## src/rtl/sdr_trk_pkg.sv

```systemverilog
package sdr_trk_pkg;

    typedef enum logic [2:0] {
        OP_NOP  = 3'd0,
        OP_ACT  = 3'd1,
        OP_RD   = 3'd2,
        OP_WR   = 3'd3,
        OP_PRE  = 3'd4,
        OP_REF  = 3'd5,
        OP_RSV6 = 3'd6,
        OP_RSV7 = 3'd7
    } cmd_op_e;

    // Per-bank control strobes for an accepted command
    typedef struct packed {
        logic act;
        logic rdwr;
        logic ap;
        logic pre;
    } bank_ctl_t;

    // Per-bank readiness toward the command judge
    typedef struct packed {
        logic act_ok;
        logic rw_ok;
        logic pre_ok;
        logic rest;
    } bank_sts_t;

    // Nanosecond limit (in ps) to whole cycles, rounded up
    function automatic int ps_to_cyc(input int ps, input int clk_ps);
        return (ps + clk_ps - 1) / clk_ps;
    endfunction

    // Counter preload so that zero is reached n cycles after the event
    function automatic int preload(input int n);
        return (n > 0) ? n - 1 : 0;
    endfunction

endpackage

```

## src/rtl/sat_down_cnt.sv

```systemverilog
module sat_down_cnt #(
    parameter int LOAD = 1
) (
    input  logic clk,
    input  logic rst,
    input  logic load,
    output logic is_zero
);
    localparam int W = (LOAD < 1) ? 1 : $clog2(LOAD + 1);

    logic [W-1:0] cnt;

    always_ff @(posedge clk) begin
        if (rst)
            cnt <= '0;
        else if (load)
            cnt <= W'(LOAD);
        else if (cnt != '0)
            cnt <= cnt - W'(1);
    end

    assign is_zero = (cnt == '0);

endmodule

```

## src/rtl/sdr_bank_timer.sv

```systemverilog
module sdr_bank_timer
    import sdr_trk_pkg::*;
#(
    parameter int RCD_N   = 2,
    parameter int RP_N    = 2,
    parameter int RAS_N   = 6,
    parameter int RC_N    = 8,
    parameter int BURST_N = 2
) (
    input  logic      clk,
    input  logic      rst,
    input  bank_ctl_t ctl,
    output logic      is_open,
    output bank_sts_t sts
);
    localparam int RCD_L   = preload(RCD_N);
    localparam int RP_L    = preload(RP_N);
    localparam int RAS_L   = preload(RAS_N);
    localparam int RC_L    = preload(RC_N);
    localparam int BURST_L = preload(BURST_N);

    logic open_q, ap_q;
    logic rcd_z, rp_z, ras_z, rc_z, bst_z;
    logic ap_fire, closing;

    sat_down_cnt #(.LOAD(RCD_L))   u_rcd (.clk(clk), .rst(rst), .load(ctl.act),  .is_zero(rcd_z));
    sat_down_cnt #(.LOAD(RAS_L))   u_ras (.clk(clk), .rst(rst), .load(ctl.act),  .is_zero(ras_z));
    sat_down_cnt #(.LOAD(RC_L))    u_rc  (.clk(clk), .rst(rst), .load(ctl.act),  .is_zero(rc_z));
    sat_down_cnt #(.LOAD(RP_L))    u_rp  (.clk(clk), .rst(rst), .load(closing),  .is_zero(rp_z));
    sat_down_cnt #(.LOAD(BURST_L)) u_bst (.clk(clk), .rst(rst), .load(ctl.rdwr), .is_zero(bst_z));

    assign ap_fire = ap_q && ras_z && bst_z;
    assign closing = (ctl.pre && open_q) || ap_fire;

    always_ff @(posedge clk) begin
        if (rst) begin
            open_q <= 1'b0;
            ap_q   <= 1'b0;
        end else begin
            if (ctl.act)
                open_q <= 1'b1;
            else if (closing)
                open_q <= 1'b0;
            if (ctl.rdwr && ctl.ap)
                ap_q <= 1'b1;
            else if (ap_fire)
                ap_q <= 1'b0;
        end
    end

    assign is_open    = open_q;
    assign sts.act_ok = !open_q && rp_z && rc_z;
    assign sts.rw_ok  = open_q && rcd_z && !ap_q;
    assign sts.pre_ok = !open_q || (ras_z && !ap_q);
    assign sts.rest   = !open_q && rp_z;

    // Cycles since the last activate, saturating; used only by the checks
    localparam int SW = $clog2(RC_N + RCD_N + 2);
    logic [SW-1:0] since_act;
    always_ff @(posedge clk) begin
        if (rst)
            since_act <= '1;
        else if (ctl.act)
            since_act <= SW'(1);
        else if (since_act != '1)
            since_act <= since_act + SW'(1);
    end

    // activate only to a closed bank
    a_r3_act_when_closed: assert property (@(posedge clk) disable iff (rst)
        ctl.act |-> !open_q);
    // row-cycle spacing between activates
    a_r3_row_cycle: assert property (@(posedge clk) disable iff (rst)
        (ctl.act && since_act != '1) |-> (int'(since_act) >= RC_N));
    // column access waits tRCD after activate
    a_r4_rcd_spacing: assert property (@(posedge clk) disable iff (rst)
        ctl.rdwr |-> (int'(since_act) >= RCD_N));
    // a pending auto-precharge belongs to an open bank
    a_r7_ap_on_open: assert property (@(posedge clk) disable iff (rst)
        ap_q |-> open_q);
    // bank opens only after an accepted activate
    a_r11_open_source: assert property (@(posedge clk) disable iff (rst)
        $rose(open_q) |-> $past(ctl.act));

endmodule

```

## src/rtl/sdr_cmd_judge.sv

```systemverilog
module sdr_cmd_judge
    import sdr_trk_pkg::*;
#(
    parameter int NUM_BANKS = 4,
    parameter int BA_W      = 2
) (
    input  logic                        cmd_valid,
    input  logic [2:0]                  cmd_op,
    input  logic [BA_W-1:0]             cmd_bank,
    input  logic                        cmd_a10,
    input  bank_sts_t [NUM_BANKS-1:0]   sts,
    output logic                        ok,
    output bank_ctl_t [NUM_BANKS-1:0]   ctl
);
    cmd_op_e op;
    logic all_pre_ok, all_rest, accept;

    assign op = cmd_op_e'(cmd_op);

    always_comb begin
        all_pre_ok = 1'b1;
        all_rest   = 1'b1;
        for (int b = 0; b < NUM_BANKS; b++) begin
            all_pre_ok = all_pre_ok && sts[b].pre_ok;
            all_rest   = all_rest && sts[b].rest;
        end
    end

    always_comb begin
        unique case (op)
            OP_NOP:        ok = 1'b1;
            OP_ACT:        ok = sts[cmd_bank].act_ok;
            OP_RD, OP_WR:  ok = sts[cmd_bank].rw_ok;
            OP_PRE:        ok = cmd_a10 ? all_pre_ok : sts[cmd_bank].pre_ok;
            OP_REF:        ok = all_rest;
            default:       ok = 1'b0;
        endcase
    end

    assign accept = cmd_valid && ok;

    for (genvar b = 0; b < NUM_BANKS; b++) begin : g_ctl
        logic hit;
        assign hit          = (cmd_bank == BA_W'(b));
        assign ctl[b].act   = accept && (op == OP_ACT) && hit;
        assign ctl[b].rdwr  = accept && (op == OP_RD || op == OP_WR) && hit;
        assign ctl[b].ap    = cmd_a10;
        assign ctl[b].pre   = accept && (op == OP_PRE) && (cmd_a10 || hit);
    end

endmodule

```

## src/rtl/sdr_bank_tracker.sv

```systemverilog
module sdr_bank_tracker
    import sdr_trk_pkg::*;
#(
    parameter int NUM_BANKS = 4,
    parameter int CLK_PS    = 8000,
    parameter int RCD_PS    = 15000,
    parameter int RP_PS     = 15000,
    parameter int RAS_PS    = 45000,
    parameter int RC_PS     = 60000,
    parameter int BURST_CYC = 2
) (
    input  logic                 clk,
    input  logic                 rst,
    input  logic                 cmd_valid,
    input  logic [2:0]           cmd_op,
    input  logic [1:0]           cmd_bank,
    input  logic                 cmd_a10,
    output logic                 cmd_legal,
    output logic                 cmd_illegal,
    output logic [NUM_BANKS-1:0] bank_open
);
    localparam int BA_W   = $clog2(NUM_BANKS);
    // limits in whole cycles, rounded up
    localparam int RCD_N  = ps_to_cyc(RCD_PS, CLK_PS);
    localparam int RP_N   = ps_to_cyc(RP_PS, CLK_PS);
    localparam int RAS_N  = ps_to_cyc(RAS_PS, CLK_PS);
    localparam int RC_N   = ps_to_cyc(RC_PS, CLK_PS);

    bank_sts_t [NUM_BANKS-1:0] sts;
    bank_ctl_t [NUM_BANKS-1:0] ctl;
    logic ok;

    sdr_cmd_judge #(.NUM_BANKS(NUM_BANKS), .BA_W(BA_W)) u_judge (
        .cmd_valid (cmd_valid),
        .cmd_op    (cmd_op),
        .cmd_bank  (cmd_bank[BA_W-1:0]),
        .cmd_a10   (cmd_a10),
        .sts       (sts),
        .ok        (ok),
        .ctl       (ctl)
    );

    for (genvar b = 0; b < NUM_BANKS; b++) begin : g_bank
        sdr_bank_timer #(
            .RCD_N(RCD_N), .RP_N(RP_N), .RAS_N(RAS_N),
            .RC_N(RC_N), .BURST_N(BURST_CYC)
        ) u_bank (
            .clk     (clk),
            .rst     (rst),
            .ctl     (ctl[b]),
            .is_open (bank_open[b]),
            .sts     (sts[b])
        );
    end

    assign cmd_legal   = cmd_valid && ok;
    assign cmd_illegal = cmd_valid && !ok;

    // an accepted column access targets an open bank
    a_r4_access_open: assert property (@(posedge clk) disable iff (rst)
        (cmd_legal && (cmd_op == OP_RD || cmd_op == OP_WR)) |-> bank_open[cmd_bank[BA_W-1:0]]);
    // accepted refresh only with every bank closed
    a_r8_refresh_idle: assert property (@(posedge clk) disable iff (rst)
        (cmd_legal && cmd_op == OP_REF) |-> (bank_open == '0));
    // a dropped command opens no bank
    a_r9_drop_no_open: assert property (@(posedge clk) disable iff (rst)
        cmd_illegal |=> ((bank_open & ~$past(bank_open)) == '0));
    // reserved codes are never accepted
    a_r2_reserved: assert property (@(posedge clk) disable iff (rst)
        (cmd_valid && cmd_op[2:1] == 2'b11) |-> !cmd_legal);

endmodule

```

## config.mk

```make
export PLATFORM = sky130hd
export DESIGN_NAME = sdr_bank_tracker
export DESIGN_NICKNAME = d
export VERILOG_FILES = /design/src/rtl/sdr_trk_pkg.sv /design/src/rtl/sat_down_cnt.sv /design/src/rtl/sdr_bank_timer.sv /design/src/rtl/sdr_cmd_judge.sv /design/src/rtl/sdr_bank_tracker.sv
export SDC_FILE = /design/constraint.sdc
export NUM_CORES = 1
export LEC_CHECK = 0
export ABC_CLOCK_PERIOD_IN_PS = 5950
export CAP_MARGIN = 25
export CORE_MARGIN = 1
export CORE_UTILIZATION = 54
export CTS_CLUSTER_DIAMETER = 200
export CTS_CLUSTER_SIZE = 16
export DETAILED_ROUTE_END_ITERATION = 12
export DONT_BUFFER_PORTS = 1
export HOLD_SLACK_MARGIN = 0.02
export PLACE_DENSITY = 0.72
export SYNTH_ARGS = -nofsm -noshare
export SYNTH_HDL_FRONTEND = slang
export SYNTH_HIERARCHICAL = 1
export SYNTH_SLANG_ARGS = --single-unit
```

## constraint.sdc

```tcl
create_clock -name clk -period 5.95 [get_ports clk]
set_input_delay 1.19 -clock clk [delete_from_list [all_inputs] [get_ports clk]]
set_output_delay 1.19 -clock clk [all_outputs]
set_load 0.005 [all_outputs]
```

# --- Yosys cells after proc, flatten, opt, wreduce, memory -nomap -nowiden ---
# Cells that the tools add are included.
totals:
  out_inout_bits: 6
  register_bits: 44
  input_bits: 9
classes:
  n_mux: 60
  n_reduce_logical: 120
  order_cmp: 1
  n_eq_ne: 8
  n_bitwise: 12
  n_addsub: 20
op_table:
  columns: ["cell", "count"]
  rows:
  - ["logical AND 1 bit", 59]
  - ["2-to-1 mux 3 bit", 16]
  - ["2-to-1 mux 1 bit", 41]
  - ["nonzero test 2 bit", 16]
  - ["logical NOT 3 bit", 9]
  - ["nonzero test 3 bit", 8]
  - ["subtractor 3 x 1 -> 3 bit (second input constant)", 8]
  - ["logical OR 1 bit", 13]
  - ["inverter 1 bit", 12]
  - ["subtractor 1 bit (second input constant)", 12]
  - ["OR reduction 2 bit", 5]
  - ["logical NOT 1 bit", 9]
  - ["binary-select mux 4 bit (select 2 bit)", 1]
  - ["equality test 3 x 2 -> 1 bit (second input constant)", 2]
  - ["equality test 3 bit (second input constant)", 2]
  - ["one-hot mux 1 bit (5 select lines)", 1]
  - ["equality test 2 bit (second input constant)", 2]
  - ["2-to-1 mux 4 bit", 1]
  - ["equality test 3 x 1 -> 1 bit (second input constant)", 1]
  - ["less-than comparator 2 x 3 -> 1 bit (second input constant)", 1]
  - ["equality test 2 x 1 -> 1 bit (second input constant)", 1]
  - ["logical NOT 2 bit", 1]

# --- Longest topological paths before layout ---
depth:
  ltp_word: 15
  ltp_mapped: 12
  depth_no_buf: 12

# --- By module ---
# Netlist, hierarchy kept.
modules_own_cells:
  columns: ["mod", "area_per_inst_um2", "seq_area_each_um2", "cells_each", "instances"]
  rows:
  - ["sat_down_cnt (g_bank[0].u_bank.u_rc ...)", 168.9, 60.1, 18, 4]
  - ["sat_down_cnt (g_bank[0].u_bank.u_ras ...)", 166.4, 60.1, 17, 4]
  - ["sdr_bank_timer", 128.9, 40.0, 17, 4]
  - ["sat_down_cnt (g_bank[0].u_bank.u_bst ...)", 37.5, 20.0, 3, 12]
  - ["sdr_cmd_judge", 392.9, 0.0, 55, 1]
  - ["sdr_bank_tracker", 16.3, 0.0, 2, 1]

# --- Worst setup path after synthesis ---
# Ideal clock, no wire load.
synth_path:
  kind: "input -> output"
  start: "in cmd_bank[0]"
  end: "out cmd_illegal"
  arrival_time_ns: 2.502
  path_slack_ns: 2.258
  cell_stages: 5
  path_cell_list: "mux4_2 > and2_4 > nor4_4 > nand2_1 > and2b_2"
synth_via:
  elab_chain_cells: 6
synth_rtl:
  columns: ["item", "line", "text"]
  rows:
  - ["from (decl)", "sdr_bank_tracker.sv:16", "input logic [1:0] cmd_bank,"]
  - ["binary-select mux 4 bit (select 2 bit) (*)", "sdr_cmd_judge.sv:32, sdr_cmd_judge.sv:33, sdr_cmd_judge.sv:34", null]
  - ["2-to-1 mux 4 bit (implied by the code) (*)", "sdr_cmd_judge.sv:32", "OP_ACT: ok = sts[cmd_bank].act_ok;"]
  - ["2-to-1 mux 1 bit", "sdr_cmd_judge.sv:34", "OP_PRE: ok = cmd_a10 ? all_pre_ok : sts[cmd_bank].pre_ok;"]
  - ["one-hot mux 1 bit (5 select lines) (*)", "sdr_cmd_judge.sv:30", "unique case (op)"]
  - ["named net ok", "sdr_bank_tracker.sv:31", "logic ok;"]
  - ["logical NOT 1 bit (*)", "sdr_bank_tracker.sv:57", "assign cmd_illegal = cmd_valid && !ok;"]
  - ["logical AND 1 bit (*)", "sdr_bank_tracker.sv:57", null]
  - ["to (decl)", "sdr_bank_tracker.sv:19", "output logic cmd_illegal,"]
# The timed path passes the listed nets; every way through them passes the cells marked *. The select of a mux whose other input is x is not followed.

==> flow_metrics.tcl <==
set metrics [dict create \
    run_status "complete, no violations" \
    grt_overflow_total 0 \
    fmax_mhz 260 \
    vdd_ir_drop_max_uv 239 \
    crit_fanout 5 \
    grtUsageMet3 0.0622 \
    final.setup.tns_ns 0 \
    preCtsSetupSlack_ns 2.16 \
    global_route.usage.total 0.195 \
    antennaDiodeCount 0 \
    dp_cells 362 \
    hold-worst-slack_ns 0.480 \
    synth_top_flop_cell "sky130_fd_sc_hd__dfxtp_1" \
    drtPass1Iterations 4 \
    critical_path.startpoint_type "flop" \
    power-per-cell-area_mw_per_mm2 356 \
    grt_setup_unrepaired "no" \
    layout-drive-gt1-share 0.142 \
    std_cell_rows 25 \
    cap_violations 0 \
    ctsLongestPathBuffers 2 \
    critPathCaptureType "output pin" \
    post_drt_via_cell_ratio 5.20 \
    cts.reportedPaths.clkPinSlew_ns 0.08 \
    area.growth.synth_to_final_pct 4.79 \
    synth_area_mm2 0.00272 \
    grt_max_degree 49 \
    worstPathArrival_ns 2.65 \
    report.power.total_mw 1.01 \
    final_cycle_share 0.646 \
    post_cts_buffers 0 \
    finalMaxSlewViolations 0 \
    use_met1 0.240 \
    postSynthCellCount 301 \
    grt_first_pass_wirelength_mm 7.91 \
    multi_input_combinational_cell_area_mm2 0.00158 \
    final_common_cell "sky130_fd_sc_hd__inv_1" \
    drt-initial-drc-count 76 \
    vias_in_the_first_global_route 1811 \
    synth-warning-count 6 \
    root_buffer "sky130_fd_sc_hd__clkbuf_8" \
    globalplace.congestion 0.871 \
    die_area_mm2 0.00532 \
    synth_fp_nets 330 \
    post_cts_resized 0 \
    fin_ws_ns 2.11 \
    die_w_um 72.9 \
    commonest_cells_after_routing_fill_and_taps_aside "56 x sky130_fd_sc_hd__inv_1, 44 x sky130_fd_sc_hd__dfxtp_1, 20 x sky130_fd_sc_hd__nand2_1, 20 x sky130_fd_sc_hd__ha_1" \
    detail-route-antenna-nets 0 \
    async_reset_ff_frac 0 \
    layout.area.seq_um2 881 \
    fillCellCount 416 \
    cts_hold_repair.buffers 0 \
    numCtsBuffers 5 \
    cts_tree "done" \
    die_y_um 72.9 \
    finalCriticalPeriod_ns 3.84 \
    fin_skew_ns 0.00276 \
    vias 1924 \
    instances_no_fill 370 \
    post_drt_wl_per_cell_um 12.5 \
    yosys_register_bits 44 \
    grt.busiest_layer "met2" \
    remaining_drc_errors 0 \
    insertion_delay_ns 0.29 \
    report.final.setup_viol 0 \
    cts_htree_levels 2 \
    port-buffer-count 0 \
    hold_path_class "reg -> reg" \
    ys_types 42 \
    placeableCoreArea_mm2 0.00479 \
    finalNetCount 331 \
    classification_of_the_worst_setup_path "reg -> out" \
    syn_area_per_cell_um2 9.02 \
    maxSlewHeadroom 0.595 \
    edff_count_synth 0 \
    final_util 0.595 \
    antenna_found_initial 0 \
    worstMarginPinSlew_ns 0.603 \
    ioPinCount 15 \
    initial_core_util 0.568 \
    yosysSeqAreaShare 0.324 \
    met2_resource_use_gr 0.323 \
    p_leak_nw 1.13 \
    final_hold_viol_count 0 \
    dp.final_hpwl_mm 3.35 \
    numClockSinks 44 \
    routed_wl_mm 4.61 \
    placedInstanceArea_mm2 0.00276 \
    finalInstanceArea_mm2 0.00285 \
    required_ns 4.76 \
]
[layout make-up]
cell class | instances | share of cell area
sequential | 44 | 0.309
tap | 67 | 0.0295
inverter | 56 | 0.0738
multi-input combinational | 195 | 0.556
clock buffer | 8 | 0.0316
[critical path, stage by stage (launching register included)]
cell	delay, ns
sky130_fd_sc_hd__dfxtp_1	0.36
sky130_fd_sc_hd__inv_1	0.07
sky130_fd_sc_hd__ha_1	0.22
sky130_fd_sc_hd__nand2b_1	0.14
sky130_fd_sc_hd__inv_1	0.06
sky130_fd_sc_hd__and2_1	0.13
sky130_fd_sc_hd__mux4_2	0.46
sky130_fd_sc_hd__and2_4	0.20
sky130_fd_sc_hd__nor4_4	0.37
sky130_fd_sc_hd__nand2_1	0.12
sky130_fd_sc_hd__and2b_2	0.24
[routing by layer]
layer | share of wire | vias to the layer above | routed length (um)
li1 | - | 997 | -
met1 | 0.47 | 899 | 2170
met2 | 0.48 | 23 | 2210
met3 | 0.039 | 5 | 181
met4 | 0.011 | 0 | 51
met5 | 0 | - | 0
[sequential cells by signal, indices dropped and copies added (netlist names)]
signal	count
g_bank.u_bank/u_ras/cnt	12
g_bank.u_bank/u_rcd/cnt	4
g_bank.u_bank/ap_q	4
g_bank.u_bank/is_open	4
g_bank.u_bank/u_bst/cnt	4
g_bank.u_bank/u_rc/cnt	12
g_bank.u_bank/u_rp/cnt	4
[cells by family (layout without fill, tap and decap cells)]
group / Yosys count / after routing / share of synthesized area
AOI/OAI and AO/OA: 51 / 51 / 0.148
xor gates and xnor gates: 4 / 4 / 0.0129
adders and majority gates: 20 / 20 / 0.0921
buffers and inverters: 62 / 64 / 0.0935
DFF: 44 / 44 / 0.324
muxes: 9 / 9 / 0.0382
and+or+nand+nor: 111 / 111 / 0.291
[synthesized netlist by cell type (7+ instances only)]
cell	instances	area, um2
sky130_fd_sc_hd__ha_1	20	250
sky130_fd_sc_hd__nor2_1	15	56.3
sky130_fd_sc_hd__nor2b_1	15	93.8
sky130_fd_sc_hd__nor2b_4	12	165
sky130_fd_sc_hd__mux2i_1	7	70.1
sky130_fd_sc_hd__nand2_1	20	75.1
sky130_fd_sc_hd__o21ai_0	8	40.0
sky130_fd_sc_hd__inv_1	56	210
sky130_fd_sc_hd__dfxtp_1	44	881
sky130_fd_sc_hd__a21oi_1	12	60.1
sky130_fd_sc_hd__nand3_1	7	35.0
sky130_fd_sc_hd__nor4b_1	8	70.1
[worst paths after layout]
path | from | to | slack (ns) | cells past startpoint
min reg2reg | g_bank[0].u_bank/u_ras/cnt[1] | g_bank[0].u_bank/u_ras/cnt[1] | 0.48 | 2
min | g_bank[0].u_bank/u_ras/cnt[1] | g_bank[0].u_bank/u_ras/cnt[1] | 0.48 | 2
max reg2reg | g_bank[2].u_bank/u_rc/cnt[0] | g_bank[3].u_bank/is_open | 3.34 | 11
max | g_bank[2].u_bank/u_rc/cnt[0] | cmd_illegal | 2.11 | 10
[power breakdown]
part | switching (mW) | internal [mW] | total (mW)
combinational | 0.211 | 0.214 | 0.425
clock | 0.0936 | 0.0947 | 0.188
sequential | 0.0398 | 0.360 | 0.400
total | 0.345 | 0.668 | 1.01
Power figures use the tool's default switching activity.
